--- src/rtl/tmr_regs_pkg.sv ---
package tmr_regs_pkg;
  localparam int DATA_W = 32;
  // word indices (byte offset / 4)
  localparam int IDX_CTL   = 'h00;
  localparam int IDX_STAT  = 'h01;
  localparam int IDX_CMPA  = 'h02;
  localparam int IDX_CMPB  = 'h03;
  localparam int IDX_IVAL  = 'h04;
  localparam int IDX_DIV   = 'h08;
  localparam int IDX_PULSE = 'h0C;
  localparam int IDX_WDOG  = 'h10;
  localparam int IDX_COUNT = 'h3C;
  // implemented-bit masks
  localparam logic [DATA_W-1:0] MASK_CTL   = 32'h0000_00EF;
  localparam logic [DATA_W-1:0] MASK_IVAL  = 32'h0000_8001;
  localparam logic [DATA_W-1:0] MASK_DIV   = 32'h0000_0007;
  localparam logic [DATA_W-1:0] MASK_PULSE = 32'h0000_C001;
  localparam logic [DATA_W-1:0] MASK_WDOG  = 32'h0000_8081;
endpackage

--- src/rtl/tmr_cfg_reg.sv ---
module tmr_cfg_reg #(
  parameter int DATA_W = 32,
  parameter logic [DATA_W-1:0] MASK    = '1,
  parameter logic [DATA_W-1:0] RST_VAL = '0
) (
  input  logic              clk,
  input  logic              rst,
  input  logic              wr,
  input  logic [DATA_W/8-1:0] be,
  input  logic [DATA_W-1:0] wdata,
  output logic [DATA_W-1:0] q
);
  localparam int LANES = DATA_W / 8;

  for (genvar g = 0; g < LANES; g++) begin : g_lane
    localparam logic [7:0] LM = MASK[g*8 +: 8];
    localparam logic [7:0] LR = RST_VAL[g*8 +: 8] & LM;
    if (LM == 8'h00) begin : g_const
      logic unused_lane;
      assign unused_lane = be[g] ^ (^wdata[g*8 +: 8]);
      assign q[g*8 +: 8] = 8'h00;
    end else begin : g_flop
      logic [7:0] r;
      always_ff @(posedge clk) begin
        if (rst)                r <= LR;
        else if (wr && be[g])   r <= wdata[g*8 +: 8] & LM;
      end
      assign q[g*8 +: 8] = r;
    end
  end
endmodule

--- src/rtl/tmr_status_reg.sv ---
module tmr_status_reg #(
  parameter int NFLAG = 4
) (
  input  logic             clk,
  input  logic             rst,
  input  logic             clr,
  input  logic [NFLAG-1:0] set,
  output logic [NFLAG-1:0] flags,
  output logic             clr_hit
);
  always_ff @(posedge clk) begin
    if (rst) begin
      flags   <= '0;
      clr_hit <= 1'b0;
    end else begin
      clr_hit <= clr && (flags != '0);
      flags   <= (clr ? '0 : flags) | set;
    end
  end

  assert_set_wins_R5: assert property (@(posedge clk) disable iff (rst)
    (set != '0) |=> ((flags & $past(set)) == $past(set)));
  assert_flags_hold_R10: assert property (@(posedge clk) disable iff (rst)
    (!clr && set == '0) |=> $stable(flags));
  assert_hit_after_clear_R4: assert property (@(posedge clk) disable iff (rst)
    clr_hit |-> $past(clr));
endmodule

--- src/rtl/tmr_read_mux.sv ---
module tmr_read_mux
  import tmr_regs_pkg::*;
#(
  parameter int IDX_W = 6,
  parameter int CNT_W = 24,
  parameter int NFLAG = 4
) (
  input  logic [IDX_W-1:0]  idx,
  input  logic [DATA_W-1:0] ctl_q,
  input  logic [NFLAG-1:0]  stat_q,
  input  logic [DATA_W-1:0] cmpa_q,
  input  logic [DATA_W-1:0] cmpb_q,
  input  logic [DATA_W-1:0] ival_q,
  input  logic [DATA_W-1:0] div_q,
  input  logic [DATA_W-1:0] pulse_q,
  input  logic [DATA_W-1:0] wdog_q,
  input  logic [CNT_W-1:0]  count,
  output logic [DATA_W-1:0] word
);
  always_comb begin
    word = '0;
    case (idx)
      IDX_W'(IDX_CTL):   word = ctl_q;
      IDX_W'(IDX_STAT):  word = DATA_W'(stat_q);
      IDX_W'(IDX_CMPA):  word = cmpa_q;
      IDX_W'(IDX_CMPB):  word = cmpb_q;
      IDX_W'(IDX_IVAL):  word = ival_q;
      IDX_W'(IDX_DIV):   word = div_q;
      IDX_W'(IDX_PULSE): word = pulse_q;
      IDX_W'(IDX_WDOG):  word = wdog_q;
      IDX_W'(IDX_COUNT): word = DATA_W'(count);
      default:           word = '0;
    endcase
  end
endmodule

--- src/rtl/tmr_reg_bank.sv ---
module tmr_reg_bank
  import tmr_regs_pkg::*;
#(
  parameter int ADDR_W = 8,
  parameter int CNT_W  = 24,
  parameter int NFLAG  = 4
) (
  input  logic              clk,
  input  logic              rst,
  input  logic              rd_en,
  input  logic              wr_en,
  input  logic [ADDR_W-1:0] addr,
  input  logic [3:0]        be,
  input  logic [31:0]       wdata,
  output logic [31:0]       rdata,
  input  logic [CNT_W-1:0]  count_in,
  input  logic [NFLAG-1:0]  stat_set,
  output logic              ctl_count_en,
  output logic              ctl_div_en,
  output logic              ctl_clr_en,
  output logic              ctl_clk_sel,
  output logic [1:0]        ctl_mode,
  output logic [2:0]        div_sel,
  output logic [CNT_W-1:0]  cmp_a,
  output logic [CNT_W-1:0]  cmp_b,
  output logic              iv_irq_en,
  output logic              iv_zero_clr,
  output logic              pg_irq_a_en,
  output logic              pg_irq_b_en,
  output logic              pg_ff_init,
  output logic              wd_irq_en,
  output logic              wd_disable,
  output logic              wd_clear,
  output logic [NFLAG-1:0]  status,
  output logic              cnt_clear,
  output logic              irq_clear,
  output logic              ff_load,
  output logic              ff_load_val
);
  localparam int IDX_W = ADDR_W - 2;
  localparam logic [DATA_W-1:0] CMP_MASK = DATA_W'((64'd1 << CNT_W) - 1);

  logic [IDX_W-1:0] idx;
  logic unused_lsb;
  assign idx        = addr[ADDR_W-1:2];
  assign unused_lsb = ^addr[1:0];

  logic wr_ctl, wr_stat, wr_cmpa, wr_cmpb, wr_ival, wr_div, wr_pulse, wr_wdog;
  assign wr_ctl   = wr_en && idx == IDX_W'(IDX_CTL);
  assign wr_stat  = wr_en && idx == IDX_W'(IDX_STAT);
  assign wr_cmpa  = wr_en && idx == IDX_W'(IDX_CMPA);
  assign wr_cmpb  = wr_en && idx == IDX_W'(IDX_CMPB);
  assign wr_ival  = wr_en && idx == IDX_W'(IDX_IVAL);
  assign wr_div   = wr_en && idx == IDX_W'(IDX_DIV);
  assign wr_pulse = wr_en && idx == IDX_W'(IDX_PULSE);
  assign wr_wdog  = wr_en && idx == IDX_W'(IDX_WDOG);

  logic [DATA_W-1:0] ctl_q, cmpa_q, cmpb_q, ival_q, div_q, pulse_q, wdog_q;

  tmr_cfg_reg #(.DATA_W(DATA_W), .MASK(MASK_CTL), .RST_VAL('0)) u_ctl (
    .clk(clk), .rst(rst), .wr(wr_ctl), .be(be), .wdata(wdata), .q(ctl_q));
  tmr_cfg_reg #(.DATA_W(DATA_W), .MASK(CMP_MASK), .RST_VAL(CMP_MASK)) u_cmpa (
    .clk(clk), .rst(rst), .wr(wr_cmpa), .be(be), .wdata(wdata), .q(cmpa_q));
  tmr_cfg_reg #(.DATA_W(DATA_W), .MASK(CMP_MASK), .RST_VAL(CMP_MASK)) u_cmpb (
    .clk(clk), .rst(rst), .wr(wr_cmpb), .be(be), .wdata(wdata), .q(cmpb_q));
  tmr_cfg_reg #(.DATA_W(DATA_W), .MASK(MASK_IVAL), .RST_VAL('0)) u_ival (
    .clk(clk), .rst(rst), .wr(wr_ival), .be(be), .wdata(wdata), .q(ival_q));
  tmr_cfg_reg #(.DATA_W(DATA_W), .MASK(MASK_DIV), .RST_VAL('0)) u_div (
    .clk(clk), .rst(rst), .wr(wr_div), .be(be), .wdata(wdata), .q(div_q));
  tmr_cfg_reg #(.DATA_W(DATA_W), .MASK(MASK_PULSE), .RST_VAL('0)) u_pulse (
    .clk(clk), .rst(rst), .wr(wr_pulse), .be(be), .wdata(wdata), .q(pulse_q));
  tmr_cfg_reg #(.DATA_W(DATA_W), .MASK(MASK_WDOG), .RST_VAL('0)) u_wdog (
    .clk(clk), .rst(rst), .wr(wr_wdog), .be(be), .wdata(wdata), .q(wdog_q));

  tmr_status_reg #(.NFLAG(NFLAG)) u_stat (
    .clk(clk), .rst(rst), .clr(wr_stat && be[0]), .set(stat_set),
    .flags(status), .clr_hit(irq_clear));

  logic [DATA_W-1:0] rd_word;
  tmr_read_mux #(.IDX_W(IDX_W), .CNT_W(CNT_W), .NFLAG(NFLAG)) u_rmux (
    .idx(idx), .ctl_q(ctl_q), .stat_q(status), .cmpa_q(cmpa_q), .cmpb_q(cmpb_q),
    .ival_q(ival_q), .div_q(div_q), .pulse_q(pulse_q), .wdog_q(wdog_q),
    .count(count_in), .word(rd_word));

  logic rst_q = 1'b0;

  always_ff @(posedge clk) begin
    rst_q <= rst;
    if (rst) begin
      rdata       <= '0;
      cnt_clear   <= 1'b0;
      ff_load     <= 1'b1;
      ff_load_val <= rst_q ? ff_load_val : pulse_q[0];
    end else begin
      ff_load   <= 1'b0;
      cnt_clear <= wr_ctl && be[0] && !wdata[7] && wdata[5];
      if (rd_en) rdata <= rd_word;
    end
  end

  assign ctl_count_en = ctl_q[7];
  assign ctl_div_en   = ctl_q[6];
  assign ctl_clr_en   = ctl_q[5];
  assign ctl_clk_sel  = ctl_q[2];
  assign ctl_mode     = ctl_q[1:0];
  assign div_sel      = div_q[2:0];
  assign cmp_a        = cmpa_q[CNT_W-1:0];
  assign cmp_b        = cmpb_q[CNT_W-1:0];
  assign iv_irq_en    = ival_q[15];
  assign iv_zero_clr  = ival_q[0];
  assign pg_irq_b_en  = pulse_q[15];
  assign pg_irq_a_en  = pulse_q[14];
  assign pg_ff_init   = pulse_q[0];
  assign wd_irq_en    = wdog_q[15];
  assign wd_disable   = wdog_q[7];
  assign wd_clear     = wdog_q[0];

  assert_clear_cause_R3: assert property (@(posedge clk) disable iff (rst)
    cnt_clear |-> $past(wr_en && be[0] && !wdata[7] && wdata[5]));
  assert_rdata_hold_R9: assert property (@(posedge clk) disable iff (rst)
    !rd_en |=> $stable(rdata));
  assert_status_cleared_R4: assert property (@(posedge clk) disable iff (rst)
    (wr_stat && be[0] && stat_set == '0) |=> (status == '0));
  assert_stat_not_written_R10: assert property (@(posedge clk) disable iff (rst)
    (wr_stat && !be[0] && stat_set == '0) |=> $stable(status));
endmodule

--- config.mk ---
export PLATFORM = sky130hd
export DESIGN_NAME = tmr_reg_bank
export DESIGN_NICKNAME = d
export VERILOG_FILES = /design/src/rtl/tmr_regs_pkg.sv /design/src/rtl/tmr_cfg_reg.sv /design/src/rtl/tmr_status_reg.sv /design/src/rtl/tmr_read_mux.sv /design/src/rtl/tmr_reg_bank.sv
export SDC_FILE = /design/constraint.sdc
export NUM_CORES = 1
export LEC_CHECK = 0
export BUFFER_PORTS_ARGS = -buffer_cell sky130_fd_sc_hd__buf_2
export CORE_ASPECT_RATIO = 1.2
export CORE_MARGIN = 2
export CORE_UTILIZATION = 43
export DETAILED_ROUTE_END_ITERATION = 6
export PLACE_DENSITY = 0.76
export SLEW_MARGIN = 0
export SYNTH_ARGS = -nofsm -noshare
export SYNTH_HDL_FRONTEND = slang
export SYNTH_SLANG_ARGS = --single-unit
export TNS_END_PERCENT = 30
--- constraint.sdc ---
create_clock -name clk -period 1.9 [get_ports clk]
set_input_delay 0.38 -clock clk [delete_from_list [all_inputs] [get_ports clk]]
set_output_delay 0.38 -clock clk [all_outputs]
set_load 0.01 [all_outputs]
**After elaboration in Yosys (flattened, before gate mapping)**

Cells that the tools add are included.

- Register bits after elaboration: 107
- Input bits: 76
- Word-level logic and storage cells: 64

- Equal/unequal tests: 8
- Mux-type cells: 3
- Bitwise gates (word level): 2
- Reduce and logical (&&, ||, !) cells: 30

Operator list:

| operator | count |
|---|---|
| $pmux 24 s9 | 1 |
| $logic_and 1x1->1 | 26 |
| $eq 6x2->1 const B | 2 |
| $eq 6x4->1 const B | 2 |
| $eq 6x1->1 const B | 1 |
| $eq 6x3->1 const B | 1 |
| $eq 6x5->1 const B | 1 |
| $eq 6x6->1 const B | 1 |
| $logic_not 6->1 | 1 |
| $mux 4 | 1 |
| $or 4x4->4 | 1 |
| $reduce_bool 4->1 | 1 |
| $reduce_and 2->1 | 1 |
| $logic_not 1->1 | 1 |
| $mux 1 | 1 |
| $not 1->1 | 1 |

**Logic depth before layout (Yosys ltp)**

Gate-level depths: netlist (run 1).

- Depth in word-level cells: 5
- Gate-level depth with buffers: 8
- Mapped depth without buffers: 5

**By module**

From an unflattened synthesis (run 1), not the netlist that was laid out.

- Cells, all modules: 818
- Area total of the unflattened synthesis: 7348.3 sq um

By module, submodules not included:

| module | instances | cells an instance | area each (sq um) | sequential area each (sq um) |
|---|---|---|---|---|
| tmr_cfg_reg (u_cmpa ...) | 2 | 88 | 1016.0 | 480.5 |
| tmr_read_mux | 1 | 274 | 1970.6 | 0.0 |
| tmr_reg_bank | 1 | 128 | 1340.0 | 710.7 |
| tmr_cfg_reg (u_div ...) | 2 | 42 | 341.6 | 60.1 |
| tmr_cfg_reg (u_ctl) | 1 | 56 | 490.5 | 140.1 |
| tmr_cfg_reg (u_pulse) | 1 | 42 | 345.3 | 60.1 |
| tmr_cfg_reg (u_ival) | 1 | 39 | 312.8 | 40.0 |
| tmr_status_reg | 1 | 19 | 173.9 | 100.1 |

**Least setup slack after synthesis (run 1)**

Ideal clock, no wire load.

- Path type: in2reg
- Start point: input port addr[4]
- End point: register u_cmpa.g_lane[2].g_flop.r[5]
- Arrival time: 1854 ps
- Slack: -74 ps
- Stages: 7
- Path through: buf_6 > nor4_4 > nand2_4 > nor3_4 > buf_6 > nor2b_1 > a211o_1

- Cells in the longest elaborated chain, start to end: 3

RTL lines:

| element | line | text |
|---|---|---|
| from (decl) | tmr_reg_bank.sv:12 | `input logic [ADDR_W-1:0] addr,` |
| $eq 6x2->1 | tmr_reg_bank.sv:51 | `assign wr_cmpa = wr_en && idx == IDX_W'(IDX_CMPA);` |
| $logic_and 1x1->1 | tmr_reg_bank.sv:51 |  |
| $logic_and 1x1->1 | tmr_cfg_reg.sv:26 | `else if (wr && be[g]) r <= wdata[g*8 +: 8] & LM;` |
| to (signal assigned) | tmr_cfg_reg.sv:26 |  |
| to (decl) | tmr_cfg_reg.sv:23 | `logic [7:0] r;` |

No other way between the ends.
A chain may end at the register's enable or synchronous reset.

**Worst setup path after layout (run 1)**

- Start point: input port addr[2]
- End point: register rdata[15]

- Cells in the longest elaborated chain, start to end: 2

RTL lines:

| element | line | text |
|---|---|---|
| $eq 6x6->1, or another cell as far along | tmr_read_mux.sv:22 | `case (idx)` |
| $pmux 24 s9 (*) | tmr_read_mux.sv:22 |  |
| to (signal assigned) | tmr_reg_bank.sv:97 | `if (rd_en) rdata <= rd_word;` |
| to (decl) | tmr_reg_bank.sv:15 | `output logic [31:0] rdata,` |

Mark *: on every way between the ends. The rest lies on a longest branch, timed or not.

==> results of run 1 <==
## cell usage after synthesis, drive strengths merged
master,instances,area (µm²)
and3b,1,8.76
nor3,7,68.8
mux4,2,45.0
dfxtp,97,1940
nor4b,1,8.76
a221oi,3,26.3
clkbuf,23,86.3
o22ai,2,12.5
o2bb2ai,1,8.76
and4b,1,10.0
nand3,19,95.1
o221ai,1,8.76
a21oi,34,170
nand2,92,353
and3,1,6.26
and2,4,25.0
a211o,24,210
a32o,1,10.0
nor4,3,33.8
a211oi,2,15.0
conb,1,3.75
nand3b,25,188
nor2b,25,156
mux2,6,67.6
a22oi,1,7.51
a31o,1,8.76
or2,2,12.5
nor2,37,139
o21bai,1,7.51
edfxtp,1,30.0
nand4,2,12.5
o21ai,23,115
buf,21,150
a222oi,5,50.1
inv,1,3.75
mux2i,25,250
## flip-flops by register name, indices dropped and copies added (netlist names), 2 cells and up
name and cells:
u_cmpb.g_lane.g_flop.r 24, u_wdog.g_lane.g_flop.r 3, u_pulse.g_lane.g_flop.r 3, u_stat.flags 4, rdata 24, u_ctl.g_lane.g_flop.r 7, u_ival.g_lane.g_flop.r 2, u_cmpa.g_lane.g_flop.r 24
u_div.g_lane.g_flop.r 3
## layer usage
metal / part of all wire, % / up-vias / wire [µm]
li1: - / 2056 / -
met1: 42 / 2044 / 5580
met2: 48 / 172 / 6460
met3: 6.3 / 35 / 837
met4: 3.3 / 0 / 444
met5: 0 / - / 0
## cells in the final DEF (no fill, tap or decap), types with 6 or more instances in the layout
master,n
clkbuf_16,9
nor2_1,36
o21ai_0,23
buf_4,34
nand2_1,91
mux2_2,6
nand3_1,19
a211o_1,24
nand3b_1,25
mux2i_1,25
nor2b_1,25
buf_2,161
dfxtp_1,97
conb_1,8
a21oi_1,34
## power by group through the flow
| stage | Combinational [W] | Sequential, W | Clock [W] |
|---|---|---|---|
| detailed placement | 0.000326 | 0.00213 | 0 |
| global placement | 0.000318 | 0.00213 | 0 |
| floorplan | 0.000163 | 0.00214 | 0 |
| global route | 0.000357 | 0.00209 | 0.00188 |
| finish | 0.000331 | 0.00209 | 0.00178 |
| CTS | 0.000327 | 0.00209 | 0.00180 |
## worst min path at each step
| stage | startpoint | end | slack, ps | cells past startpoint |
|---|---|---|---|---|
| after floorplan | rst | ff_load | 410 | 0 |
| after CTS | rst | ff_load | 220 | 1 |
| after global placement | rdata[13] | rdata[13] | 430 | 2 |
| final | rst | ff_load | 230 | 1 |
| after global routing | rst | ff_load | 230 | 1 |
| after detailed placement | rdata[22] | rdata[22] | 440 | 2 |
## final cells by class
type | instances | area [µm²]
clock buffers | 12 | 246
clock inverters | 3 | 40.0
fillers | 895 | 4210
inverters | 1 | 3.75
multi-input cells | 360 | 2160
flip-flops and latches | 98 | 1970
well taps | 126 | 158
repair buffers | 198 | 1120
## critical path: stages
cell      delay, ps
buf_2           280
buf_4           420
mux2i_1         240
o22ai_1         100
a221oi_1        310
o21ai_0         110
## logic make-up (layout without fill, tap and decap cells)
group	Yosys count	count (layout)	synth area share [%]
buffers and inverters	45	214	5.53
AOI/OAI and AO/OA	99	99	15.0
other	1	8	0.0863
muxes	33	33	8.35
and+or+nand+nor	220	220	25.7
DFF	98	98	45.4
## metrics by stage
step / hold slack (ps) / util, % / std cells / area [µm²]
after detailed placement: 441 / 54.7 / 783 / 5420
final: 230 / 57.6 / 798 / 5700
after global placement: 434 / 54.7 / 783 / 5420
after floorplan: 408 / - / 503 / 4370
after CTS: 223 / 57.6 / 798 / 5700
after global routing: 226 / 57.6 / 798 / 5700
==> results_dict.tcl, run 1 <==
set metrics [dict create \
    status "finished, final reports clean" \
    clkPwrFrac_pct 42.4 \
    die-area_um2 10900 \
    fp.dieW_um 95.8 \
    cts_max_level 3 \
    cts_resized 0 \
    worst_slack_ps 270 \
    syn_to_final_growth_pct 31.2 \
    seq_area_frac_synth_pct 45.4 \
    path_clk_slew_ps 60 \
    cp-end-kind "flip-flop" \
    min_period_ps 1630 \
    antenna_found_initial 0 \
    crit_end "rdata[15]" \
    num_antenna_cells 0 \
    grt_pass1_vias 4176 \
    fmax_mhz 613 \
    yosys_warnings 0 \
    path_class "in2reg" \
    cp_max_fo 18 \
    post_cts_buffers 0 \
    r2r-start "u_stat.flags[2]" \
    ir_drop_v 0.000474 \
    fin_crit_sh_pct 85.8 \
    internal_power_w 0.00326 \
    grt_max_degree 49 \
    grt.met3_usage_pct 3.88 \
    pwr-share-comb_pct 7.9 \
    via_per_inst 5.40 \
    numCtsBuffers 9 \
    place.gp.congestion 0.902 \
    synth_area_per_cell_um2 8.76 \
    grt_pass1_wl_um 20800 \
    rows 40 \
    clockBufferDepth 2 \
    routed-via-count 4307 \
    grtUsageMet1_pct 32.0 \
    setup_viol 0 \
    cts-root-buf "clkbuf_16" \
    hold_violations 0 \
    hold_class "in2reg" \
    pre_cts_ws_ps -68.8 \
    p_total_w 0.00420 \
    start_util_pct 43.9 \
    slew_violations 0 \
    gr-total-overflow 0 \
    drc_errors 0 \
    drive_gt1_share_pct 33.9 \
    die_h_um 114 \
    fin_skew_ps 6.82 \
    p_per_area_nw_per_um2 736 \
    clk_latency_ps 340 \
    reg2reg_to "rdata[2]" \
    nets 744 \
    hpwlAfterDp_um 9960 \
    grt.total_usage_pct 24.5 \
    dr.pass1.iters 5 \
    cts.sinks 98 \
    maxCapViolations 0 \
    switching_power_w 0.000941 \
    crit_arrival_ps 1850 \
    drtIter0Drc 304 \
    portBuffers 161 \
    drt-total-wl_um 13300 \
    critPathLaunchType "input port" \
    holdBufCountCts 0 \
    tns_ps 0 \
    grt_busiest_layer "met2" \
    reg2reg_depth 4 \
    wl_per_cell_um 16.7 \
    power_frac_seq_pct 49.7 \
    rsz0062_at_grt "no" \
    grt_use_met2_pct 39.3 \
    synthCells 496 \
    postRouteAntennaNets 0 \
    core_area_um2 9910 \
    p_leak_nw 2.52 \
    switching_share_pct 22.4 \
    synth_cell_types 41 \
    ios 181 \
    netlist_area_um2 4350 \
    tritoncts "built" \
    critPathLaunch "addr[2]" \
    r2r_slack_ps 420 \
    critPathRequiredTime_ps 2120 \
    ys_ff_latch 98 \
]
Note: power is estimated with default switching activity, not from simulation.
==> run 2, diff against run 1 <==
--- a/config.mk
+++ b/config.mk
@@ -8,9 +8,9 @@
 export BUFFER_PORTS_ARGS = -buffer_cell sky130_fd_sc_hd__buf_2
 export CORE_ASPECT_RATIO = 1.2
 export CORE_MARGIN = 2
-export CORE_UTILIZATION = 43
+export CORE_UTILIZATION = 25
 export DETAILED_ROUTE_END_ITERATION = 6
-export PLACE_DENSITY = 0.76
+export PLACE_DENSITY = 0.49
 export SLEW_MARGIN = 0
 export SYNTH_ARGS = -nofsm -noshare
 export SYNTH_HDL_FRONTEND = slang
==> run 2 against run 1 <==
- sequential share of layout area shrank 0.92 points
- final cell count grew 12%
- design area grew 2.7%
- flip-flop and latch count is the same
- die area grew 69%
- sequential power is essentially flat
- critical path type unchanged
- critical endpoint is now rdata[2]
- largest power group unchanged
==> results_dict.tcl, run 2 (synthesis results as in run 1) <==
set metrics [dict create \
    status "finished, final reports clean" \
    hold_violations 0 \
    utilization_pct 34.5 \
    p_total_w 0.00432 \
    path_class "in2reg" \
    hpwlAfterDp_um 11500 \
    num-fill-cells 1788 \
    drtIter0Drc 261 \
    hold_ws_ps 220 \
    path_depth 5 \
    layout_common_cells "161 x buf_2, 97 x dfxtp_1, 91 x nand2_1" \
    fin_cells 892 \
    postRouteAntennaNets 0 \
    cts.sinks 98 \
    die-area_um2 18500 \
    reg2reg_depth 3 \
    top_regs "rdata (24), u_cmpa.g_lane.g_flop.r (24), u_cmpb.g_lane.g_flop.r (24)" \
    critPathLaunchType "input port" \
    ir_drop_v 0.000341 \
    dp_cells 876 \
    grt_pass1_vias 4094 \
    relSlewSlack_pct 37.6 \
    internal_power_w 0.00327 \
    numCtsBuffers 9 \
    min_period_ps 1620 \
    clkPwrFrac_pct 43.9 \
    rsz0062_at_grt "no" \
    critPathLaunch "addr[2]" \
    critPathSlowestCell "mux4_2" \
    syn_to_final_growth_pct 34.8 \
    critPathRequiredTime_ps 2120 \
    grt_pass1_wl_um 23000 \
    portBuffers 161 \
    fin_crit_sh_pct 85.3 \
    cp_max_fo 10 \
    cts-root-buf "clkbuf_16" \
    mostFrequentLayoutCell "buf_2" \
    drive_gt1_share_pct 34.8 \
    pre_cts_ws_ps -125 \
    power_frac_seq_pct 48.3 \
    switching_power_w 0.00105 \
    p_leak_nw 2.54 \
    pwr-share-comb_pct 7.8 \
    setup_viol 0 \
    via_per_inst 4.68 \
    tritoncts "built" \
    antenna_found_initial 0 \
    switching_share_pct 24.3 \
    die_h_um 148 \
    hold_class "in2reg" \
    grt_max_degree 49 \
    reg2reg_to "rdata[2]" \
    worst_slack_ps 280 \
    drt-total-wl_um 15000 \
    gr-total-overflow 0 \
    dr.pass1.iters 5 \
    wl_per_cell_um 16.8 \
    critical_path.top_delay_family "compound AO/OA/AOI/OAI gates" \
    ios 181 \
    place.gp.congestion 0.846 \
    start_util_pct 25.6 \
    crit_path_max_incr_delay_ps 490 \
    grt.total_usage_pct 16.0 \
    core_area_um2 17000 \
    min_from "rst" \
    r2r-start "u_stat.flags[2]" \
    crit_arrival_ps 1840 \
    routed-via-count 4172 \
    fp.dieW_um 124 \
    slew_violations 0 \
    worst_slew_pin_slew_ps 935 \
    holdBufCountCts 0 \
    post_cts_buffers 0 \
    nets 747 \
    path_cells "buf_2 -> buf_4 -> mux4_2 -> a222oi_1 -> o21ai_0" \
    r2r_slack_ps 440 \
    clockBufferDepth 2 \
    cp-end-kind "flip-flop" \
    fin_skew_ps 5.87 \
    clk_latency_ps 350 \
    cts_resized 0 \
    p_per_area_nw_per_um2 738 \
    path_clk_slew_ps 70 \
    num_antenna_cells 0 \
    crit_end "rdata[2]" \
    drc_errors 0 \
    crit_buf_inv 2 \
    fmax_mhz 617 \
    rows 52 \
    cts_max_level 3 \
    maxCapViolations 0 \
]
run 2: cell types whose count changed in the layout (fill, tap and decap cells not counted):
cell | previous run | this run
buf_4 | 34 | 37
clkinvlp_4 | 0 | 3
clkbuf_1 | 2 | 0
clkinv_2 | 2 | 1
clkinv_4 | 0 | 1
nor2_1 | 36 | 35
nor2_2 | 1 | 2
run 2: cell type report:
class                   instances  area [µm²]  area share [%]
clock buffers                  10         239            4.08
clock inverters                 6        66.3            1.13
inverters                       1        3.75          0.0640
multi-input cells             360        2170            37.0
flip-flops and latches         98        1970            33.6
well taps                     216         270            4.61
repair buffers                201        1140            19.5
run 2: layer usage:
metal	vias up	wire, µm	track usage, %	share of wire [%]
met5	-	0	0	0
met3	12	953	4.10	6.4
met2	127	7210	26.4	48
li1	2074	-	-	-
met4	0	242	6.07	1.6
met1	1959	6590	20.2	44
run 2: through the flow:
step | instance area, µm² | setup TNS (ps)
after floorplan | 4370 | 0
after global routing | 5860 | 0
after detailed placement | 5560 | -428
after global placement | 5560 | -277
final | 5860 | 0
after CTS | 5860 | 0
run 2: power groups by stage:
stage	clock network [W]	logic (W)	registers [W]
final	0.00190	0.000338	0.00209
after floorplan	0	0.000163	0.00214
after detailed placement	0	0.000339	0.00214
after CTS	0.00196	0.000340	0.00209
after global placement	0	0.000335	0.00214
after global routing	0.00204	0.000369	0.00209
run 2: worst min path at each step:
stage               slack (ps)  cells after the start        end
floorplan                  410                      0    ff_load
global placement           430                      2  rdata[17]
detailed placement         440                      2  rdata[22]
CTS                        210                      1    ff_load
global route               220                      1    ff_load
finish                     220                      1    ff_load
==> run 3, diff against run 2 <==
--- a/config.mk
+++ b/config.mk
@@ -10,7 +10,8 @@
 export CORE_MARGIN = 2
 export CORE_UTILIZATION = 25
 export DETAILED_ROUTE_END_ITERATION = 6
-export PLACE_DENSITY = 0.49
+export HOLD_SLACK_MARGIN = 0.03
+export PLACE_DENSITY = 0.47
 export SLEW_MARGIN = 0
 export SYNTH_ARGS = -nofsm -noshare
 export SYNTH_HDL_FRONTEND = slang
==> constraint.sdc (replaced) <==
create_clock -name clk -period 1.5 [get_ports clk]
set_input_delay 0.3 -clock clk [delete_from_list [all_inputs] [get_ports clk]]
set_output_delay 0.3 -clock clk [all_outputs]
set_load 0.01 [all_outputs]
==> run 3 against run 2 <==
- clock skew increased by 4.7 ps
- core utilization increased by 1.2 points
- flip-flop and latch count unchanged
- largest cell class unchanged
- critical path depth unchanged
- sequential share of layout area decreased by 1.1 points
==> results_dict.tcl, run 3 (synthesis results as in run 1) <==
set metrics [dict create \
    antenna_found_initial 1 \
    top_regs "rdata (24), u_cmpa.g_lane.g_flop.r (24), u_cmpb.g_lane.g_flop.r (24)" \
    maxCapViolations 0 \
    min_period_ps 1470 \
    start_util_pct 25.6 \
    utilization_pct 35.7 \
    rows 52 \
    crit_arrival_ps 1680 \
    cts-root-buf "clkbuf_16" \
    relSlewSlack_pct 59.5 \
    regArea_um2 1970 \
    tns_ps 0 \
    nets 766 \
    multi_input_area_um2 2180 \
    numCtsBuffers 9 \
    fin_skew_ps 10.6 \
    switching_share_pct 24.1 \
    place.gp.congestion 0.851 \
    pre_cts_ws_ps -397 \
    routed-via-count 4279 \
    final_cell_area_um2 6070 \
    hold_violations 0 \
    drc_errors 0 \
    via_per_inst 4.70 \
    rsz0062_at_grt "yes" \
    clkPwrFrac_pct 42.7 \
    gr-total-overflow 0 \
    die-area_um2 18500 \
    cp_max_fo 6 \
    hold_class "in2reg" \
    path_class "in2reg" \
    internal_power_w 0.00413 \
    grt_pass1_vias 4286 \
    fin_crit_sh_pct 97.9 \
    switching_power_w 0.00131 \
    fmax_mhz 681 \
    path_clk_slew_ps 70 \
    path_cells "buf_2 -> buf_12 -> mux2_2 -> a222oi_1 -> a211oi_1" \
    syn_to_final_growth_pct 39.6 \
    cp-end-kind "flip-flop" \
    cts_max_level 3 \
    p_per_area_nw_per_um2 897 \
    ios 181 \
    critPathSlowestCell "a222oi_1" \
    layout_common_cells "161 x buf_2, 97 x dfxtp_1, 90 x nand2_1" \
    worst_slack_ps 31.8 \
    hpwlAfterDp_um 12100 \
    fp.dieW_um 124 \
    critPathLaunchType "input port" \
    die_h_um 148 \
    critPathRequiredTime_ps 1710 \
    cts.sinks 98 \
    p_leak_nw 2.67 \
    core_area_um2 17000 \
    setup_viol 0 \
    post_cts_buffers 0 \
    dr.pass1.iters 4 \
    crit_buf_inv 2 \
    postRouteAntennaNets 0 \
    grt_pass1_wl_um 24200 \
    num-fill-cells 1787 \
    mostFrequentLayoutCell "buf_2" \
    crit_path_max_incr_delay_ps 540 \
    slew_violations 0 \
    worst_slew_pin_slew_ps 607 \
    drive_gt1_share_pct 36.8 \
    drtIter0Drc 253 \
    pwr-share-comb_pct 8.8 \
    clockBufferDepth 2 \
    power_frac_seq_pct 48.5 \
    grt_max_degree 34 \
    portBuffers 161 \
    clk_latency_ps 350 \
    placed_cell_area_um2 5760 \
    critical_path.top_delay_family "compound AO/OA/AOI/OAI gates" \
    wl_per_cell_um 17.2 \
    tritoncts "built" \
    grt.total_usage_pct 16.7 \
    status "finished, final reports clean" \
    drt-total-wl_um 15600 \
    ir_drop_v 0.000403 \
    num_antenna_cells 0 \
]
run 3: final timing paths:
check	cells past startpoint	from	endpoint	slack (ps)
worst max-delay path	5	addr[2]	rdata[5]	30
worst min-delay path	3	stat_set[1]	u_stat.flags[1]	160
worst max register to register	3	u_cmpb.g_lane[0].g_flop.r[5]	rdata[5]	70
worst min register to register	2	rdata[9]	rdata[9]	450
run 3: stage by stage:
stage	hold slack [ps]	cells	total power, W
6_report	158	911	0.00544
5_1_grt	166	911	0.00566
4_1_cts	148	911	0.00551
3_5_place_dp	440	895	0.00318
3_3_place_gp	438	895	0.00317
2_1_floorplan	328	503	0.00292
run 3: worst reg2reg max path, delay by kind of cell (launching register included):
| kind | cells | cell delay [ps] |
|---|---|---|
| DFF | 1 | 320 |
| muxes | 1 | 280 |
| AOI/OAI and AO/OA | 2 | 700 |
run 3: layout make-up:
| class | instances | area share (%) |
|---|---|---|
| clock buffers | 11 | 3.84 |
| clock inverters | 5 | 0.887 |
| inverters | 1 | 0.0619 |
| multi-input cells | 360 | 36.0 |
| flip-flops and latches | 98 | 32.5 |
| well taps | 216 | 4.46 |
| repair buffers | 220 | 22.3 |
run 3: what timing repair did:
action | CTS | global route
gates resized for setup | 1 | 5
pin swaps | 0 | 1
hold buffers | 0 | 0
endpoints found under the setup margin | 1 | 14
endpoints found under the hold margin | 0 | 0
run 3: power groups by stage:
stage                     Clock (W)  Combinational, W  Sequential [W]
after floorplan                   0          0.000207         0.00271
after global placement            0          0.000470         0.00270
after detailed placement          0          0.000476         0.00270
after CTS                   0.00239          0.000478         0.00264
after global routing        0.00250          0.000518         0.00264
final                       0.00232          0.000479         0.00264
run 3: routing by layer:
metal | vias up | part of all wire [%] | track usage [%]
met5 | - | 0.083 | 0
met4 | 2 | 1.9 | 6.52
met3 | 18 | 4.5 | 3.63
met2 | 117 | 49 | 27.8
met1 | 2040 | 45 | 21.3
li1 | 2102 | - | -
